File: src/rtl/stage_profiler_pkg.sv
package stage_profiler_pkg;

    typedef enum logic [1:0] {
        ST_IDLE = 2'd0,
        ST_RUN  = 2'd1,
        ST_SNAP = 2'd2,
        ST_DONE = 2'd3
    } prof_state_e;

endpackage

File: src/rtl/prof_interval_timer.sv
module prof_interval_timer #(
    parameter int LEN_W = 16
) (
    input  logic             clk,
    input  logic             rst_n,
    input  logic             clear,
    input  logic             run,
    input  logic [LEN_W-1:0] len_m1,
    output logic             last_cycle
);
    logic [LEN_W-1:0] tick_q;

    assign last_cycle = run && (tick_q == len_m1);

    always_ff @(posedge clk or negedge rst_n) begin
        if (!rst_n) begin
            tick_q <= '0;
        end else if (clear) begin
            tick_q <= '0;
        end else if (run) begin
            tick_q <= last_cycle ? '0 : tick_q + 1'b1;
        end
    end
endmodule

File: src/rtl/prof_stage_select.sv
module prof_stage_select #(
    parameter int NUM_STAGES = 8,
    parameter int LEN_W      = 16,
    parameter int MIN_LEN_M1 = 2
) (
    input  logic                          clk,
    input  logic                          rst_n,
    input  logic                          clear,
    input  logic                          run,
    input  logic                          last_cycle,
    input  logic [LEN_W-1:0]              len_m1,
    input  logic [NUM_STAGES-1:0]         stage_busy,
    output logic                          credit_valid,
    output logic [$clog2(NUM_STAGES)-1:0] credit_idx
);
    localparam int TALLY_W = LEN_W + 1;
    localparam int IDX_W   = $clog2(NUM_STAGES);

    logic [NUM_STAGES-1:0][TALLY_W-1:0] tally_q;
    logic [NUM_STAGES-1:0][TALLY_W-1:0] tally_nx;
    logic [IDX_W-1:0]                   best_idx;
    logic [TALLY_W-1:0]                 best_val;

    // Tallies including the current cycle's activity.
    for (genvar g = 0; g < NUM_STAGES; g++) begin : g_tally
        assign tally_nx[g] = tally_q[g] + TALLY_W'(stage_busy[g]);

        always_ff @(posedge clk or negedge rst_n) begin
            if (!rst_n) begin
                tally_q[g] <= '0;
            end else if (clear || last_cycle) begin
                tally_q[g] <= '0;
            end else if (run) begin
                tally_q[g] <= tally_nx[g];
            end
        end
    end

    // Strict comparison keeps the lowest index on a tie.
    always_comb begin
        best_idx = '0;
        best_val = tally_nx[0];
        for (int i = 1; i < NUM_STAGES; i++) begin
            if (tally_nx[i] > best_val) begin
                best_val = tally_nx[i];
                best_idx = IDX_W'(i);
            end
        end
    end

    assign credit_valid = last_cycle;
    assign credit_idx   = (len_m1 < LEN_W'(MIN_LEN_M1)) ? '0 : best_idx;
endmodule

File: src/rtl/prof_counter_bank.sv
module prof_counter_bank #(
    parameter int NUM_STAGES = 8,
    parameter int CNT_W      = 16
) (
    input  logic                            clk,
    input  logic                            rst_n,
    input  logic                            clear,
    input  logic                            credit_valid,
    input  logic [$clog2(NUM_STAGES)-1:0]   credit_idx,
    output logic [NUM_STAGES-1:0][CNT_W-1:0] counts,
    output logic [CNT_W-1:0]                total
);
    logic wrap;

    assign wrap = credit_valid && (total == {CNT_W{1'b1}});

    always_ff @(posedge clk or negedge rst_n) begin
        if (!rst_n) begin
            total <= '0;
        end else if (clear || wrap) begin
            total <= '0;
        end else if (credit_valid) begin
            total <= total + 1'b1;
        end
    end

    for (genvar g = 0; g < NUM_STAGES; g++) begin : g_cnt
        always_ff @(posedge clk or negedge rst_n) begin
            if (!rst_n) begin
                counts[g] <= '0;
            end else if (clear || wrap) begin
                counts[g] <= '0;
            end else if (credit_valid && (credit_idx == g)) begin
                counts[g] <= counts[g] + 1'b1;
            end
        end
    end

    p_wrap_r8: assert property (@(posedge clk) disable iff (!rst_n)
        (credit_valid && !clear && total == {CNT_W{1'b1}}) |=> (total == '0 && counts[0] == '0));
endmodule

File: src/rtl/stage_profiler.sv
module stage_profiler
    import stage_profiler_pkg::*;
#(
    parameter int NUM_STAGES = 8,
    parameter int CNT_W      = 16,
    parameter int LEN_W      = 16,
    parameter int MIN_LEN_M1 = 2
) (
    input  logic                    clk,
    input  logic                    rst_n,
    input  logic                    cfg_wr,
    input  logic [CNT_W+LEN_W-1:0]  cfg_data,
    input  logic                    start,
    input  logic [NUM_STAGES-1:0]   stage_busy,
    input  logic                    rd_en,
    output logic                    rd_valid,
    output logic [2*CNT_W-1:0]      rd_data,
    output logic                    busy
);
    localparam int IDX_W     = $clog2(NUM_STAGES);
    localparam int NUM_WORDS = NUM_STAGES / 2;
    localparam int PTR_W     = (NUM_WORDS > 1) ? $clog2(NUM_WORDS) : 1;

    prof_state_e state_q, state_nx;

    logic [CNT_W-1:0]                 count_q;
    logic [LEN_W-1:0]                 len_q;
    logic                             unbounded;
    logic                             live_read;
    logic                             run_en;
    logic                             last_cycle;
    logic                             credit_valid;
    logic [IDX_W-1:0]                 credit_idx;
    logic                             final_credit;
    logic [NUM_STAGES-1:0][CNT_W-1:0] counts;
    logic [CNT_W-1:0]                 total;
    logic [NUM_STAGES-1:0][CNT_W-1:0] snap_q;
    logic [PTR_W-1:0]                 ptr_q;
    logic [NUM_WORDS-1:0][2*CNT_W-1:0] snap_words;

    assign unbounded = (count_q == '0);
    assign live_read = (state_q == ST_RUN) && unbounded && rd_en && !start;
    assign run_en    = (state_q == ST_RUN) && !start && !live_read;
    assign final_credit = credit_valid && !unbounded &&
                          ({1'b0, total} + 1'b1 == {1'b0, count_q});

    // Configuration register
    always_ff @(posedge clk or negedge rst_n) begin
        if (!rst_n) begin
            count_q <= '0;
            len_q   <= '0;
        end else if (cfg_wr) begin
            count_q <= cfg_data[CNT_W-1:0];
            len_q   <= cfg_data[CNT_W +: LEN_W];
        end
    end

    prof_interval_timer #(.LEN_W(LEN_W)) timer_i (
        .clk        (clk),
        .rst_n      (rst_n),
        .clear      (start),
        .run        (run_en),
        .len_m1     (len_q),
        .last_cycle (last_cycle)
    );

    prof_stage_select #(
        .NUM_STAGES (NUM_STAGES),
        .LEN_W      (LEN_W),
        .MIN_LEN_M1 (MIN_LEN_M1)
    ) select_i (
        .clk          (clk),
        .rst_n        (rst_n),
        .clear        (start),
        .run          (run_en),
        .last_cycle   (last_cycle),
        .len_m1       (len_q),
        .stage_busy   (stage_busy),
        .credit_valid (credit_valid),
        .credit_idx   (credit_idx)
    );

    prof_counter_bank #(
        .NUM_STAGES (NUM_STAGES),
        .CNT_W      (CNT_W)
    ) bank_i (
        .clk          (clk),
        .rst_n        (rst_n),
        .clear        (start),
        .credit_valid (credit_valid),
        .credit_idx   (credit_idx),
        .counts       (counts),
        .total        (total)
    );

    // State register
    always_ff @(posedge clk or negedge rst_n) begin
        if (!rst_n) state_q <= ST_IDLE;
        else        state_q <= state_nx;
    end

    // Next state
    always_comb begin
        state_nx = state_q;
        if (start) begin
            state_nx = ST_RUN;
        end else begin
            unique case (state_q)
                ST_IDLE: state_nx = ST_IDLE;
                ST_RUN: begin
                    if (live_read)         state_nx = ST_DONE;
                    else if (final_credit) state_nx = ST_SNAP;
                end
                ST_SNAP: state_nx = ST_DONE;
                ST_DONE: state_nx = ST_DONE;
                default: state_nx = ST_IDLE;
            endcase
        end
    end

    for (genvar w = 0; w < NUM_WORDS; w++) begin : g_word
        assign snap_words[w] = {snap_q[2*w+1], snap_q[2*w]};
    end

    // Outputs: snapshot store, read pointer, read data
    always_ff @(posedge clk or negedge rst_n) begin
        if (!rst_n) begin
            snap_q   <= '0;
            ptr_q    <= '0;
            rd_valid <= 1'b0;
            rd_data  <= '0;
        end else begin
            rd_valid <= rd_en && !start;
            if (start) begin
                ptr_q <= '0;
            end else if (live_read) begin
                snap_q  <= counts;
                rd_data <= {counts[1], counts[0]};
                ptr_q   <= PTR_W'(1);
            end else if (state_q == ST_SNAP) begin
                snap_q <= counts;
                ptr_q  <= '0;
            end else if (rd_en) begin
                rd_data <= snap_words[ptr_q];
                ptr_q   <= (ptr_q == PTR_W'(NUM_WORDS - 1)) ? '0 : ptr_q + 1'b1;
            end
        end
    end

    assign busy = (state_q == ST_RUN);

    p_start_busy_r1: assert property (@(posedge clk) disable iff (!rst_n)
        start |=> busy);

    p_quiet_between_r3: assert property (@(posedge clk) disable iff (!rst_n)
        (!credit_valid && !start) |=> $stable(total));

    p_short_len_r5: assert property (@(posedge clk) disable iff (!rst_n)
        (credit_valid && len_q < LEN_W'(MIN_LEN_M1)) |-> (credit_idx == '0));

    p_bounded_below_r6: assert property (@(posedge clk) disable iff (!rst_n)
        (busy && !unbounded) |-> (total < count_q));

    p_unbounded_stop_r7: assert property (@(posedge clk) disable iff (!rst_n)
        (busy && unbounded && rd_en && !start && !cfg_wr) |=> !busy);

    p_read_valid_r9: assert property (@(posedge clk) disable iff (!rst_n)
        (rd_en && !start) |=> rd_valid);
endmodule

File: config.mk
export PLATFORM = sky130hd
export DESIGN_NAME = stage_profiler
export DESIGN_NICKNAME = d
export VERILOG_FILES = /design/src/rtl/stage_profiler_pkg.sv /design/src/rtl/prof_interval_timer.sv /design/src/rtl/prof_stage_select.sv /design/src/rtl/prof_counter_bank.sv /design/src/rtl/stage_profiler.sv
export SDC_FILE = /design/constraint.sdc
export NUM_CORES = 1
export LEC_CHECK = 0
export ABC_AREA = 1
export BUFFER_PORTS_ARGS = -buffer_cell sky130_fd_sc_hd__buf_2
export CORE_UTILIZATION = 35
export DETAILED_ROUTE_END_ITERATION = 10
export HOLD_SLACK_MARGIN = 0.08
export SETUP_SLACK_MARGIN = 0.5
export SLEW_MARGIN = 20
export SYNTH_ARGS = -nofsm -noshare
export SYNTH_HDL_FRONTEND = slang
export SYNTH_SLANG_ARGS = --single-unit
export TNS_END_PERCENT = 100
File: constraint.sdc
create_clock -name clk -period 23.9 [get_ports clk]
set_input_delay 2.39 -clock clk [delete_from_list [all_inputs] [get_ports clk]]
set_output_delay 2.39 -clock clk [all_outputs]
set_load 0.01 [all_outputs]
Yosys cells after proc, flatten, opt, wreduce, memory -nomap -nowiden
Cells that the tools add are included.
{"block": "totals", "register_bits": 493, "inputBits": 45, "output_inout_bits": 34, "wordCells": 188}
{"block": "op_classes", "addsub": 20, "magnitude_cmp": 9, "eq_ne": 16, "n_mux": 67, "n_bitwise": 1, "n_reduce_logical": 43}
{"op": "$mux W17", "n": 22}
{"op": "$mux W16", "n": 21}
{"op": "$mux W128", "n": 2}
{"op": "$add A16 B1 Y16 const B", "n": 10}
{"op": "$add A17 B1 Y17", "n": 8}
{"op": "$mux W32", "n": 4}
{"op": "$gt A17 B17 Y1", "n": 7}
{"op": "$bmux W32 S2", "n": 1}
{"op": "$reduce_bool A2 Y1", "n": 13}
{"op": "$mux W2", "n": 10}
{"op": "$logic_and A1 B1 Y1", "n": 18}
{"op": "$add A16 B1 Y17 const B", "n": 1}
{"op": "$eq A17 B16 Y1", "n": 1}
{"op": "$eq A16 B16 Y1", "n": 1}
{"op": "$eq A16 B16 Y1 const B", "n": 1}
{"op": "$logic_not A16 Y1", "n": 1}
{"op": "$lt A16 B2 Y1 const B", "n": 1}
{"op": "$mux W3", "n": 5}
{"op": "$eq A3 B3 Y1 const B", "n": 4}
{"op": "$eq A2 B2 Y1 const B", "n": 3}
{"op": "$eq A3 B2 Y1 const B", "n": 2}
{"op": "$pmux W2 S3", "n": 1}
{"op": "$ne A4 B2 Y1 const B", "n": 1}
{"op": "$reduce_bool A4 Y1", "n": 1}
{"op": "other kinds (14)", "n": 17}

Longest topological paths before layout
Gate-level depths: netlist of the first run.
{"block": "depth", "word_depth": 20, "ltp_mapped": 104, "depth_no_buf": 95}

Modules after synthesis
From an unflattened synthesis of the first run, not the netlist that was laid out.
{"block": "unflattened", "hier_cells": 4438, "area_unflattened_um2": 32042.0}
{"module": "prof_stage_select", "instances": 1, "cells_each": 1821, "area_per_inst_um2": 12356.9, "seq_area_each_um2": 3403.3}
{"module": "stage_profiler", "instances": 1, "cells_each": 1171, "area_per_inst_um2": 9849.4, "seq_area_each_um2": 4929.7}
{"module": "prof_counter_bank", "instances": 1, "cells_each": 1219, "area_per_inst_um2": 8466.9, "seq_area_each_um2": 3603.5}
{"module": "prof_interval_timer", "instances": 1, "cells_each": 227, "area_per_inst_um2": 1368.8, "seq_area_each_um2": 400.4}

Worst setup path before layout of the first run
OpenSTA, ideal clock, no wires.
{"block": "synth_timing", "kind": "in2reg", "from": "input port stage_busy[0]", "to": "register bank_i.counts[18] in the netlist's numbering", "setup_ps": 117, "t_arrival_ps": 14281, "t_required_ps": 23783, "setup_slack_ps": 9502, "cell_stages": 97, "path_buffers": 12, "path_cell_list": "ha_1 -> ha_1 -> nand2_1 -> nor2_1 -> nand3_1 -> nor2_1 -> nand2_1 -> nor2_1 -> xor2_1 -> inv_1 -> ha_1 -> nand2_1 -> nor2_1 -> nand4_1 -> nor3_1 -> inv_1 -> nand2_1 -> buf_2 -> [... 61 more ...] -> nand3_1 -> nand2_1 -> ha_1 -> a21oi_1 -> nor2_1 -> nor3_1 -> nand2_1 -> nand2_1 -> nand3_1 -> nand2_2 -> nand2_2 -> nor2_1 -> nor2_2 -> nor2_8 -> nand4_4 -> buf_2 -> nand3_1 -> nand2_1"}
{"block": "synth_via", "elab_chain_cells": 19, "elab_cells_between_ends": 25, "classes_between": "1 x add/sub; 7 x order compare; 1 x eq/ne; 14 x mux; 2 x reduce/logical"}
{"item": "start, declared", "line": "stage_profiler.sv:14", "source": "input logic [NUM_STAGES-1:0] stage_busy,"}
{"item": "$add A17 B1 Y17 *", "line": "prof_stage_select.sv:26", "source": "assign tally_nx[g] = tally_q[g] + TALLY_W'(stage_busy[g]);"}
{"item": "$gt A17 B17 Y1", "line": "prof_stage_select.sv:44", "source": "if (tally_nx[i] > best_val) begin"}
{"item": "$mux W17", "line": "prof_stage_select.sv:44"}
{"item": "$gt A17 B17 Y1", "line": "prof_stage_select.sv:44"}
{"item": "$mux W17", "line": "prof_stage_select.sv:44"}
{"item": "$gt A17 B17 Y1", "line": "prof_stage_select.sv:44"}
{"item": "$mux W17", "line": "prof_stage_select.sv:44"}
{"item": "$gt A17 B17 Y1", "line": "prof_stage_select.sv:44"}
{"item": "[... 3 more ...]"}
{"item": "$gt A17 B17 Y1", "line": "prof_stage_select.sv:44"}
{"item": "$mux W17", "line": "prof_stage_select.sv:44"}
{"item": "$gt A17 B17 Y1", "line": "prof_stage_select.sv:44"}
{"item": "$mux W3 *", "line": "prof_stage_select.sv:44"}
{"item": "$mux W3 *", "line": "prof_stage_select.sv:52", "source": "assign credit_idx = (len_m1 < LEN_W'(MIN_LEN_M1)) ? '0 : best_idx;"}
{"item": "$eq A3 B1 Y1 *", "line": "prof_counter_bank.sv:33", "source": "end else if (credit_valid && (credit_idx == g)) begin"}
{"item": "$logic_and A1 B1 Y1 *", "line": "prof_counter_bank.sv:33"}
{"item": "$reduce_bool A2 Y1 (no line) *"}
{"item": "end signal, assigned by index", "line": "prof_counter_bank.sv:34", "source": "counts[g] <= counts[g] + 1'b1;"}
{"item": "end, declared", "line": "prof_counter_bank.sv:10", "source": "output logic [NUM_STAGES-1:0][CNT_W-1:0] counts,"}
Every way passes the cells marked *; elsewhere a longest branch is shown, timed or not.
A chain may end at the register's enable or synchronous reset.

Worst setup path in the final report of the first run
{"block": "layout_timing", "from": "input port stage_busy[0]", "to": "register bank_i.counts[24] in the netlist's numbering"}
Same word-level chain as after synthesis.

==> results of run 1 <==
## per-layer routing
| metal | track usage | share of wire | vias up |
|---|---|---|---|
| met4 | 0.05004 | 0.026 | 2 |
| li1 | - | - | 13031 |
| met5 | 0 | 0.00017 | - |
| met1 | 0.2507 | 0.48 | 12039 |
| met3 | 0.02421 | 0.041 | 128 |
| met2 | 0.2856 | 0.45 | 493 |
## layout make-up
cell class	count	share of cell area
multi-input combinational	2850	0.4579
inverter	464	0.05189
clock buffer	87	0.05185
timing repair buffer	98	0.01676
sequential	493	0.3673
clock inverter	22	0.01170
tap	1144	0.04261
## kinds of logic after synthesis
family | after synthesis
mux | 35
xor+xnor | 150
simple gates | 1829
compound gates | 690
flops | 493
buf+inv | 626
fa+ha+maj | 146
## how the worst max path moves through the flow
| stage | start | endpoint | slack, ns | depth (start not counted) |
|---|---|---|---|---|
| 3_5_place_dp | stage_busy[0] | bank_i.counts[24] | 6.10 | 86 |
| 2_1_floorplan | stage_busy[0] | bank_i.counts[18] | 9.50 | 97 |
| 3_3_place_gp | stage_busy[0] | bank_i.counts[25] | 6.42 | 88 |
| 4_1_cts | stage_busy[0] | bank_i.counts[24] | 6.74 | 86 |
| 5_1_grt | stage_busy[0] | bank_i.counts[126] | 5.18 | 84 |
| 6_report | stage_busy[0] | bank_i.counts[24] | 6.92 | 80 |
## state kept, by name, indices dropped and copies added, names as in the netlist
signal            flops
select_i.tally_q    136
bank_i.counts       128
snap_q              128
rd_data              32
bank_i.total         16
count_q              16
len_q                16
timer_i.tick_q       16
ptr_q                 2
state_q               2
rd_valid              1
## synthesized netlist by cell type, types with 2 or more instances
cell / count / share of area
a31oi_1: 3 / 0.00062
inv_1: 451 / 0.056
nor4_1: 6 / 0.0012
nand3_2: 7 / 0.0023
a21o_1: 3 / 0.00075
dfrtp_1: 493 / 0.41
nand2_2: 12 / 0.0025
nor3_1: 78 / 0.013
clkbuf_1: 85 / 0.011
nor2_8: 2 / 0.0013
inv_2: 12 / 0.0015
nand4_1: 51 / 0.011
o21ai_2: 2 / 0.00058
xor2_1: 137 / 0.040
nor2_4: 2 / 0.00075
a21oi_1: 189 / 0.031
nor2_2: 11 / 0.0023
nor2_1: 315 / 0.039
xnor2_1: 13 / 0.0038
buf_2: 48 / 0.0080
o22ai_1: 119 / 0.025
o31ai_1: 3 / 0.00075
ha_1: 146 / 0.061
nor3b_1: 12 / 0.0030
and2_1: 23 / 0.0048
nor3_2: 9 / 0.0030
o21ai_0: 323 / 0.054
nand3_4: 2 / 0.0012
nand3b_1: 17 / 0.0042
nand2_4: 7 / 0.0026
a22o_1: 16 / 0.0046
o21ai_1: 13 / 0.0022
mux2_2: 35 / 0.013
o211ai_1: 12 / 0.0030
nor4b_2: 2 / 0.0010
buf_1: 14 / 0.0017
nand2_1: 971 / 0.12
buf_4: 7 / 0.0017
o21a_1: 4 / 0.0010
nand4_4: 4 / 0.0028
nand3_1: 292 / 0.048
buf_6: 8 / 0.0030
nor4_2: 2 / 0.00083
## metrics by stage
step           std cells  total power [mW]  hold slack (ns)  setup WS (ns)  area, um2
2_1_floorplan       3969             1.854           0.4478          9.502      30170
3_3_place_gp        5049             2.158           0.4632          6.418      31450
3_5_place_dp        5049             2.178           0.4679          6.099      31450
4_1_cts             5158             3.174           0.4830          6.736      33580
5_1_grt             5158             3.385           0.4949          5.182      33590
6_report            5158             3.147           0.4808          6.915      33590
## worst reg2reg max path, delay by kind of cell (launching register included)
family | cells | cell delay [ns]
adders and majority gates | 9 | 2.57
xor gates and xnor gates | 1 | 0.25
DFF | 1 | 0.35
buffers and inverters | 8 | 2.10
AOI/OAI and AO/OA | 7 | 1.11
and+or+nand+nor | 54 | 9.03
## power by group
| part | switching (mW) | total [mW] | internal (mW) |
|---|---|---|---|
| sequential | 0.0704 | 1.00 | 0.932 |
| clock | 0.376 | 0.978 | 0.601 |
| combinational | 0.781 | 1.17 | 0.386 |
==> results by group, run 1 <==
Outcome
  – Outcome: completed

Yosys
  – Post-Synth Simple-Gate Area: 0.2670
  – Synth Area per Inst: between 7 and 8 um2
  – Area share of xor/xnor cells in the synthesized design: 0.04355
  – Ys Warns: 0
  – Share of flip-flops with an asynchronous set or reset: 1.000
  – Multiplexer share of the synthesized area: 0.01306
  – Post-Syn Instances: approximately 4000
  – FF+latch count, synth: ~500
  – Synthesized Nets: roughly 4200
  – Synth cell types: 51
  – Largest family of logic cells by synthesized area: simple AND/OR/NAND/NOR gates
  – Synth Cell Area: just over 30000 um2
  – Synth Area in Compound Gates: 0.1242
  – Area share of fa/ha/maj cells after synthesis: 0.06055
  – Post-synth EDFFs: 0
  – Seq/Total Area, Yosys: 0.4089
  – Ys flop type: dfrtp_1

Power and ir drop
  – Cell Pwr Density: ~94 nW/um2
  – Static Leakage: 16.14 nW
  – Max VDD drop: around 0.000053 V

Clock tree
  – Clock Sinks: about 500
  – Setup bufs post-CTS: 0
  – CTS root buffer: clkbuf_16
  – Clock Tree Buf Depth: 3
  – CTS tree: built
  – CTS Hold Buffers Added: 0
  – Worst skew pair latency: 0.64 ns
  – CTS Buf Count: 58
  – H-tree Lvls: 2
  – CTS clk-pin slew, worst paths: 0.06 ns
  – Resized cells post-CTS: 0

Die
  – Die ar.: about 87000 um2
  – Cell Rows: 107
  – Die height: a little under 300 um
  – Core Area: approximately 85000 um2
  – Top Ports: roughly 80
  – Die Span X: slightly below 300 um
  – Initial Utilization: 0.3537

Layout
  – Share of layout cells above drive strength 1: 0.07823
  – Most frequent cells in the layout: nand2_1, dfrtp_1, inv_1
  – Final Util: 0.3939
  – Area of the multi-input gates: about 15000 um2
  – Final #Nets: slightly above 4000
  – Most common cell after layout, fill and taps aside: nand2_1
  – Sequential Area: 12340 um2
  – Syn-to-layout area delta: 11.34%
  – ANT cells: 0
  – Filler cells: just under 9000

Drt
  – ANT nets after route: 0
  – Aggregate routed wire length: just under 80000 um
  – Routed length per instance: around 15 um
  – Number of iterations in the first detailed-routing pass: 5
  – Initial DRC count: roughly 1600
  – DR vias/cell: roughly 5.0
  – DRC Markers: 0
  – Routed vias: ~26000

STA
  – Unrepaired setup endpoints after global routing: no
  – Tightest Pin Transition: approximately 0.99 ns
  – Max-slew violation count: 0
  – Final critical-path share of the clock period: 0.7107
  – Tmin final: around 17 ns
  – Setup TNS: 0 ns
  – Clock skew: around 0.033 ns
  – Final setup fails: 0
  – Fmax: 58.88 MHz
  – Final Hold Vio Count: 0
  – Rel. slew slack: 0.3413

Global route
  – Gr usage total: 0.1784
  – Total gr overflow: 0
  – Initial antenna violation count: 1
  – Number of global-route vias before repair: 24370
  – Largest net degree at the start of global routing: 153
  – First-pass GRT wire length: between 100000 and 150000 um

Hold path
  – Hold Crit Depth: 2
  – Hold path start: snap_q[90]
  – WHS Endpoint: snap_q[90]
  – Hold WC Path Type: register to register

Critical path
  – CP arrival: 17.55 ns
  – R2r startpoint: select_i.tally_q[0]
  – Max FO, Critical Path: 39
  – Worst path required time: approximately 24 ns
  – CP max stage delay: 0.63 ns
  – R2r endpoint: bank_i.counts[24]
  – CP max stage cell: nand2_1
  – R2R setup slack: between 8 and 9 ns
  – Critical path start-end classification: input port to register
  – Top delay family on crit path: simple AND/OR/NAND/NOR gates
  – Crit path buf inv count: 9
  – Nature of the critical path startpoint: input port
  – Critical Path End Type: register
  – CP dominant cell by count: nand2_1
  – FF-to-FF path depth: between 70 and 80

Placement
  – Port Buffer Count: between 70 and 80
  – GP Congestion: between 0.8 and 0.9
  – DP Wirelength: between 50000 and 60000 um

Flow run
  – Max Cap Violations: 0
(Power assumes the default switching activity.)
==> run 2, diff against run 1 <==
==> constraint.sdc (replaced) <==
create_clock -name clk -period 15.9 [get_ports clk]
set_input_delay 1.59 -clock clk [delete_from_list [all_inputs] [get_ports clk]]
set_output_delay 1.59 -clock clk [all_outputs]
set_load 0.01 [all_outputs]
==> run 2 against run 1 <==
Worst setup slack got worse by 5.1 ns; sequential share of layout area decreased by 0.44 points; clock power increased by 51%; core utilization increased by 0.48 points; flip-flop and latch count unchanged.
==> results by group, run 2 (same netlist as run 1, synthesis figures left out) <==
Outcome
  – Outcome: completed

Critical path
  – CP arrival: 14.57 ns
  – CP max stage cell: ha_1
  – CP max stage delay: between 0.3 and 0.4 ns
  – Critical Path End Type: register
  – R2r startpoint: select_i.tally_q[0]
  – R2r endpoint: bank_i.counts[29]
  – Nature of the critical path startpoint: input port
  – FF-to-FF path depth: 89
  – Worst path required time: between 15 and 20 ns
  – R2R setup slack: roughly 2.5 ns
  – CP dominant cell by count: nand2_1
  – Critical path start-end classification: input port to register
  – Max FO, Critical Path: 39

Layout
  – Most frequent cells in the layout: nand2_1, dfrtp_1, inv_1
  – Final instance area: approximately 34000 um2
  – Area of the multi-input gates: about 15000 um2
  – Final #Nets: about 4200
  – Sequential Area: approximately 12000 um2
  – Most common cell after layout, fill and taps aside: nand2_1
  – Max reg flops: about 140
  – Share of layout cells above drive strength 1: 0.08486
  – Most flops, register: select_i.tally_q
  – ANT cells: 0
  – Biggest registers after layout: select_i.tally_q x136, bank_i.counts x128, snap_q x128
  – Syn-to-layout area delta: 12.69%
  – Filler cells: 8698

Drt
  – DRC Markers: 0
  – Number of iterations in the first detailed-routing pass: 6
  – DR vias/cell: about 5.0
  – ANT nets after route: 0
  – Initial DRC count: ~1700
  – Aggregate routed wire length: between 70000 and 80000 um
  – Routed vias: between 20000 and 30000
  – Routed length per instance: between 15 and 20 um

Clock tree
  – Clock Sinks: between 400 and 500
  – CTS root buffer: clkbuf_16
  – CTS clk-pin slew, worst paths: 0.06 ns
  – CTS Buf Count: 57
  – Clock Tree Buf Depth: 3
  – CTS tree: built
  – H-tree Lvls: 2
  – Worst skew pair latency: around 0.65 ns

Power and ir drop
  – Net Sw Frac: 0.3918
  – Seq pwr share: 0.315
  – Static Leakage: ~16 nW
  – Max VDD drop: roughly 0.00009 V
  – Cell Pwr Density: between 100 and 150 nW/um2
  – Cell internal pwr: 2.911 mW
  – Psw: roughly 1.9 mW
  – Combinational group share of total power: 0.375
  – Power share of the clock group: 0.310

Die
  – Top Ports: about 80
  – Initial Utilization: 0.3537
  – Core Area: approximately 85000 um2
  – Cell Rows: approximately 110
  – Die ar.: between 80000 and 90000 um2
  – Die Span X: roughly 300 um
  – Die height: about 300 um

Global route
  – Number of global-route vias before repair: 24863
  – Initial antenna violation count: 1
  – Total gr overflow: 0
  – First-pass GRT wire length: 129100 um
  – Gr usage total: 0.1799
  – Largest net degree at the start of global routing: 156

STA
  – Worst setup margin: 1.862 ns
  – Final Hold Vio Count: 0
  – Unrepaired setup endpoints after global routing: no
  – Final setup fails: 0
  – Tightest Pin Transition: between 1 and 1.5 ns
  – Clock skew: about 0.053 ns
  – Rel. slew slack: 0.2899
  – Final critical-path share of the clock period: 0.8829
  – Max-slew violation count: 0
  – Tmin final: 14.04 ns
  – Fmax: about 70 MHz
  – Setup TNS: 0 ns

Placement
  – DP Wirelength: between 50000 and 60000 um
  – GP Congestion: around 0.86
  – Port Buffer Count: 78
  – Placement Cell Area: about 31000 um2
  – Dpl ws: -0.05199 ns

Hold path
  – WHS Endpoint: snap_q[93]
  – Hold Crit Depth: 2
  – Hold WC Path Type: register to register
  – Hold path start: snap_q[93]

Flow run
  – Max Cap Violations: 0
run 2: cell count changes in the layout (fill, tap and decap cells not counted), moves of 2 or more:
cell        previous run  this run
buf_12                 1         9
buf_6                  0         3
bufinv_16              9        11
clkbuf_1              12         6
nand2_8                1         8
nand2_2               13         8
buf_4                 19        23
inv_1                450       446
clkbuf_8              16        12
clkinvlp_4             0        13
run 2: what timing repair did:
item / 4_1_cts / 5_1_grt
endpoints found under the hold margin: 0 / 0
setup buffers: 0 / 13
endpoints found under the setup margin: 0 / 128
resized for setup: 0 / 25
hold buffers: 0 / 0
run 2: worst max path at each step:
stage                  startpoint                end  slack (ns)  cells past startpoint
floorplan           stage_busy[0]  bank_i.counts[18]        2.30                     97
global placement    stage_busy[0]  bank_i.counts[30]        0.19                     93
detailed placement  stage_busy[0]  bank_i.counts[29]       -0.05                     91
CTS                 stage_busy[0]  bank_i.counts[29]        0.58                     91
global route        stage_busy[0]  bank_i.counts[25]        0.49                     95
finish              stage_busy[0]  bank_i.counts[29]        1.86                     90
run 2: worst max-delay path, delay by kind of cell:
kind / cells / cell delay (ns)
fa+ha+maj: 9 / 2.35
buf+inv: 17 / 2.33
xor+xnor: 1 / 0.24
simple gates: 51 / 6.25
compound gates: 12 / 1.73
run 2: power by group through the flow:
stage                     sequential, mW  clock [mW]  combinational, mW
final                               1.51        1.48               1.80
after global routing                1.53        1.57               2.06
after CTS                           1.51        1.52               1.76
after detailed placement            1.53           0               1.75
after global placement              1.53           0               1.72
after floorplan                     1.51           0               1.28
run 2: routing by layer:
layer | global-route usage | up-vias | share of wire
li1 | - | 13072 | -
met1 | 0.2553 | 12181 | 0.49
met2 | 0.2882 | 474 | 0.45
met3 | 0.02248 | 123 | 0.039
met4 | 0.04688 | 2 | 0.024
met5 | 0 | - | 0.00014
run 2: cell type report:
type,instances,share of cell area
Clock inverter,31,0.01494
Tap cell,1144,0.04211
Multi-Input combinational cell,2851,0.4559
Sequential cell,493,0.3629
Timing Repair Buffer,114,0.02396
Clock buffer,76,0.04821
Timing Repair inverter,1,0.0002208
Inverter,464,0.05171
run 2: per-stage QoR:
stage               total power [mW]  cells  utilization  hold slack, ns
floorplan                      2.787   3969            -          0.4478
global placement               3.247   5051       0.3689          0.4613
detailed placement             3.274   5051       0.3689          0.4677
CTS                            4.781   5158       0.3941          0.4835
global route                   5.157   5174       0.3986          0.4998
finish                         4.787   5174       0.3986          0.4775
==> run 3, diff against run 2 <==
--- a/config.mk
+++ b/config.mk
@@ -14,5 +14,6 @@
 export SLEW_MARGIN = 20
 export SYNTH_ARGS = -nofsm -noshare
 export SYNTH_HDL_FRONTEND = slang
+export SYNTH_HIERARCHICAL = 1
 export SYNTH_SLANG_ARGS = --single-unit
 export TNS_END_PERCENT = 100
==> run 3 against run 2 <==
Fmax is 0.85% lower; cell count is 10% higher; count of clock-buffer cells in the layout is 4 higher; die area is 6.2% higher; sequential power is 13% lower; critical endpoint is now bank_i/counts[98]; largest cell class unchanged.
==> results by group, run 3 <==
Critical path
  – Critical Path End Type: register
  – Worst path required time: about 16 ns
  – Critical path start-end classification: input port to register
  – CP max stage delay: 0.60 ns
  – CP arrival: about 15 ns
  – Max FO, Critical Path: 19
  – CP dominant cell by count: nand2_1
  – Nature of the critical path startpoint: input port
  – CP max stage cell: or4_1

Yosys
  – Ys Warns: 6
  – Most instantiated cells after synthesis: nand2_1, inv_1, nor2_1, dfrtp_1, nand3_1
  – Dominant cell type by area after synthesis: dfrtp_1
  – Post-synth EDFFs: 0
  – Synth Cell Area: around 32000 um2
  – FF+latch count, synth: between 400 and 500
  – Synth Area per Inst: about 7.2 um2
  – Seq/Total Area, Yosys: 0.3850
  – Synthesized Nets: approximately 4600
  – Ys flop type: dfrtp_1
  – Synth cell types: 55
  – Share of flip-flops with an asynchronous set or reset: 1.000
  – Synth area leaders: dfrtp_1, nand2_1, nand3_1, inv_1, nor2_1
  – Top-count cell post-synth: nand2_1
  – Area fraction of the dominant cell type after synthesis: 0.3850
  – Post-Syn Instances: 4438

Global route
  – Gr usage total: 0.1926
  – Number of global-route vias before repair: about 27000
  – Largest net degree at the start of global routing: ~150
  – Total gr overflow: 0
  – First-pass GRT wire length: about 150000 um
  – Initial antenna violation count: 0

Layout
  – Syn-to-layout area delta: 11.53%
  – Biggest registers after layout: select_i/tally_q x136, bank_i/counts x128, snap_q x128
  – Filler cells: around 9400
  – Most frequent cells in the layout: nand2_1, inv_1, nor2_1
  – Max reg flops: 136
  – Final Util: 0.3958
  – Most flops, register: select_i/tally_q
  – Most common cell after layout, fill and taps aside: nand2_1
  – ANT cells: 0
  – Final #Nets: ~4700
  – Share of layout cells above drive strength 1: 0.09784

Die
  – Die Span X: roughly 300 um
  – Initial Utilization: 0.3549
  – Die height: ~300 um
  – Cell Rows: 110
  – Die ar.: 92760 um2
  – Core Area: 90290 um2
  – Top Ports: 79

Drt
  – DR vias/cell: ~5.0
  – DRC Markers: 0
  – Initial DRC count: ~2000
  – Routed vias: 28649
  – Aggregate routed wire length: approximately 90000 um
  – ANT nets after route: 0
  – Number of iterations in the first detailed-routing pass: 7
  – Routed length per instance: approximately 16 um

Power and ir drop
  – Seq pwr share: 0.321
  – Power share of the clock group: 0.363
  – Combinational group share of total power: 0.316
  – Static Leakage: 17.43 nW
  – Psw: 1.481 mW
  – Tot Pwr: a little over 4 mW
  – Cell internal pwr: 2.619 mW
  – Cell Pwr Density: between 100 and 150 nW/um2
  – Max VDD drop: 0.00008766 V
  – Net Sw Frac: 0.3612

STA
  – Final setup fails: 0
  – Final critical-path share of the clock period: 0.8904
  – Max-slew violation count: 0
  – Fmax: just over 70 MHz
  – Tmin final: 14.16 ns
  – Final Hold Slack: 0.4734 ns
  – Setup TNS: 0 ns
  – Unrepaired setup endpoints after global routing: no
  – Worst setup margin: ~1.7 ns
  – Clock skew: about 0.033 ns
  – Tightest Pin Transition: 1.130 ns
  – Rel. slew slack: 0.2461
  – Final Hold Vio Count: 0

Flow run
  – Max Cap Violations: 0

Clock tree
  – CTS tree: built
  – CTS clk-pin slew, worst paths: 0.06 ns
  – Worst skew pair latency: between 0.6 and 0.7 ns
  – Clock Tree Buf Depth: 3
  – CTS root buffer: clkbuf_16
  – H-tree Lvls: 2
  – Clock Sinks: around 500
  – CTS Buf Count: just under 60

Placement
  – GP Congestion: between 0.9 and 1
  – Port Buffer Count: between 70 and 80
  – DP Wirelength: around 63000 um
  – Dpl ws: -0.2856 ns

Hold path
  – Hold WC Path Type: register to register

Outcome
  – Outcome: completed
run 3: cell count changes after synthesis, sizes merged, moves of 12 or more:
cell	change
a22o	-16
buf	+15
clkbuf	-21
inv	+63
nand2	+301
nand3	+136
nand4	+13
nor2	+199
nor3	-23
o21ai	-168
xnor2	+12
xor2	-27
run 3: stage by stage:
stage / instance area (um2) / std cells
2_1_floorplan: 32040 / 4438
3_3_place_gp: 33220 / 5572
3_5_place_dp: 33220 / 5572
4_1_cts: 35380 / 5680
5_1_grt: 35740 / 5704
6_report: 35740 / 5704
run 3: layer usage:
metal | wire [um] | track usage | share of wire | vias to the layer above
met1 | 42550 | 0.2670 | 0.47 | 13578
li1 | - | - | - | 14404
met5 | 0 | 0 | 0 | -
met3 | 3569 | 0.02107 | 0.040 | 115
met2 | 41480 | 0.3176 | 0.46 | 552
met4 | 2305 | 0.05180 | 0.026 | 0
run 3: critical path: cells and delay by family:
| family | cells | cell delay, ns |
|---|---|---|
| compound gates | 8 | 1.40 |
| xor+xnor | 2 | 0.32 |
| fa+ha+maj | 9 | 2.41 |
| buf+inv | 14 | 1.94 |
| simple gates | 52 | 6.94 |
run 3: timing repair:
action	CTS	global route
setup endpoints to repair	11	128
setup buffers	0	20
gates cloned	0	4
gates resized for setup	1	45
pin swaps	0	8
hold buffers	0	0
run 3: power by group through the flow:
stage,Combinational [mW],Clock (mW),Sequential [mW]
floorplan,0.845,0,1.34
global placement,1.19,0,1.34
detailed placement,1.20,0,1.34
CTS,1.21,1.54,1.32
global route,1.45,1.58,1.32
finish,1.30,1.49,1.32
run 3: path summary, 6_finish.rpt:
path	start	endpoint	slack, ns	cells after the start
worst max-delay path	stage_busy[0]	bank_i/counts[98]	1.74	85
max in group asynchronous	rst_n	snap_q[96]	11.97	4
min in group asynchronous	rst_n	select_i/tally_q[28]	0.92	1
worst min-delay path	snap_q[12]	snap_q[12]	0.47	2
worst min register to register	snap_q[12]	snap_q[12]	0.47	2
worst max register to register	select_i/tally_q[0]	bank_i/counts[98]	2.43	84
run 3: cells by family after synthesis:
family | after synthesis | synth area share
and+or+nand+nor | 2460 | 0.3332
buffers and inverters | 684 | 0.09380
DFF | 493 | 0.3850
xor gates and xnor gates | 135 | 0.03737
adders and majority gates | 147 | 0.05740
muxes | 28 | 0.009840
AOI/OAI and AO/OA | 491 | 0.08341
run 3: cell type report:
| cell class | count | area [um2] | area share |
|---|---|---|---|
| clock buffers | 80 | 1675 | 0.04688 |
| clock inverters | 28 | 478.0 | 0.01337 |
| inverters | 528 | 2014 | 0.05637 |
| multi-input cells | 3264 | 16900 | 0.4730 |
| flip-flops and latches | 493 | 12340 | 0.3452 |
| well taps | 1176 | 1471 | 0.04117 |
| repair buffers | 134 | 853.3 | 0.02388 |
| repair inverters | 1 | 5.005 | 0.0001400 |
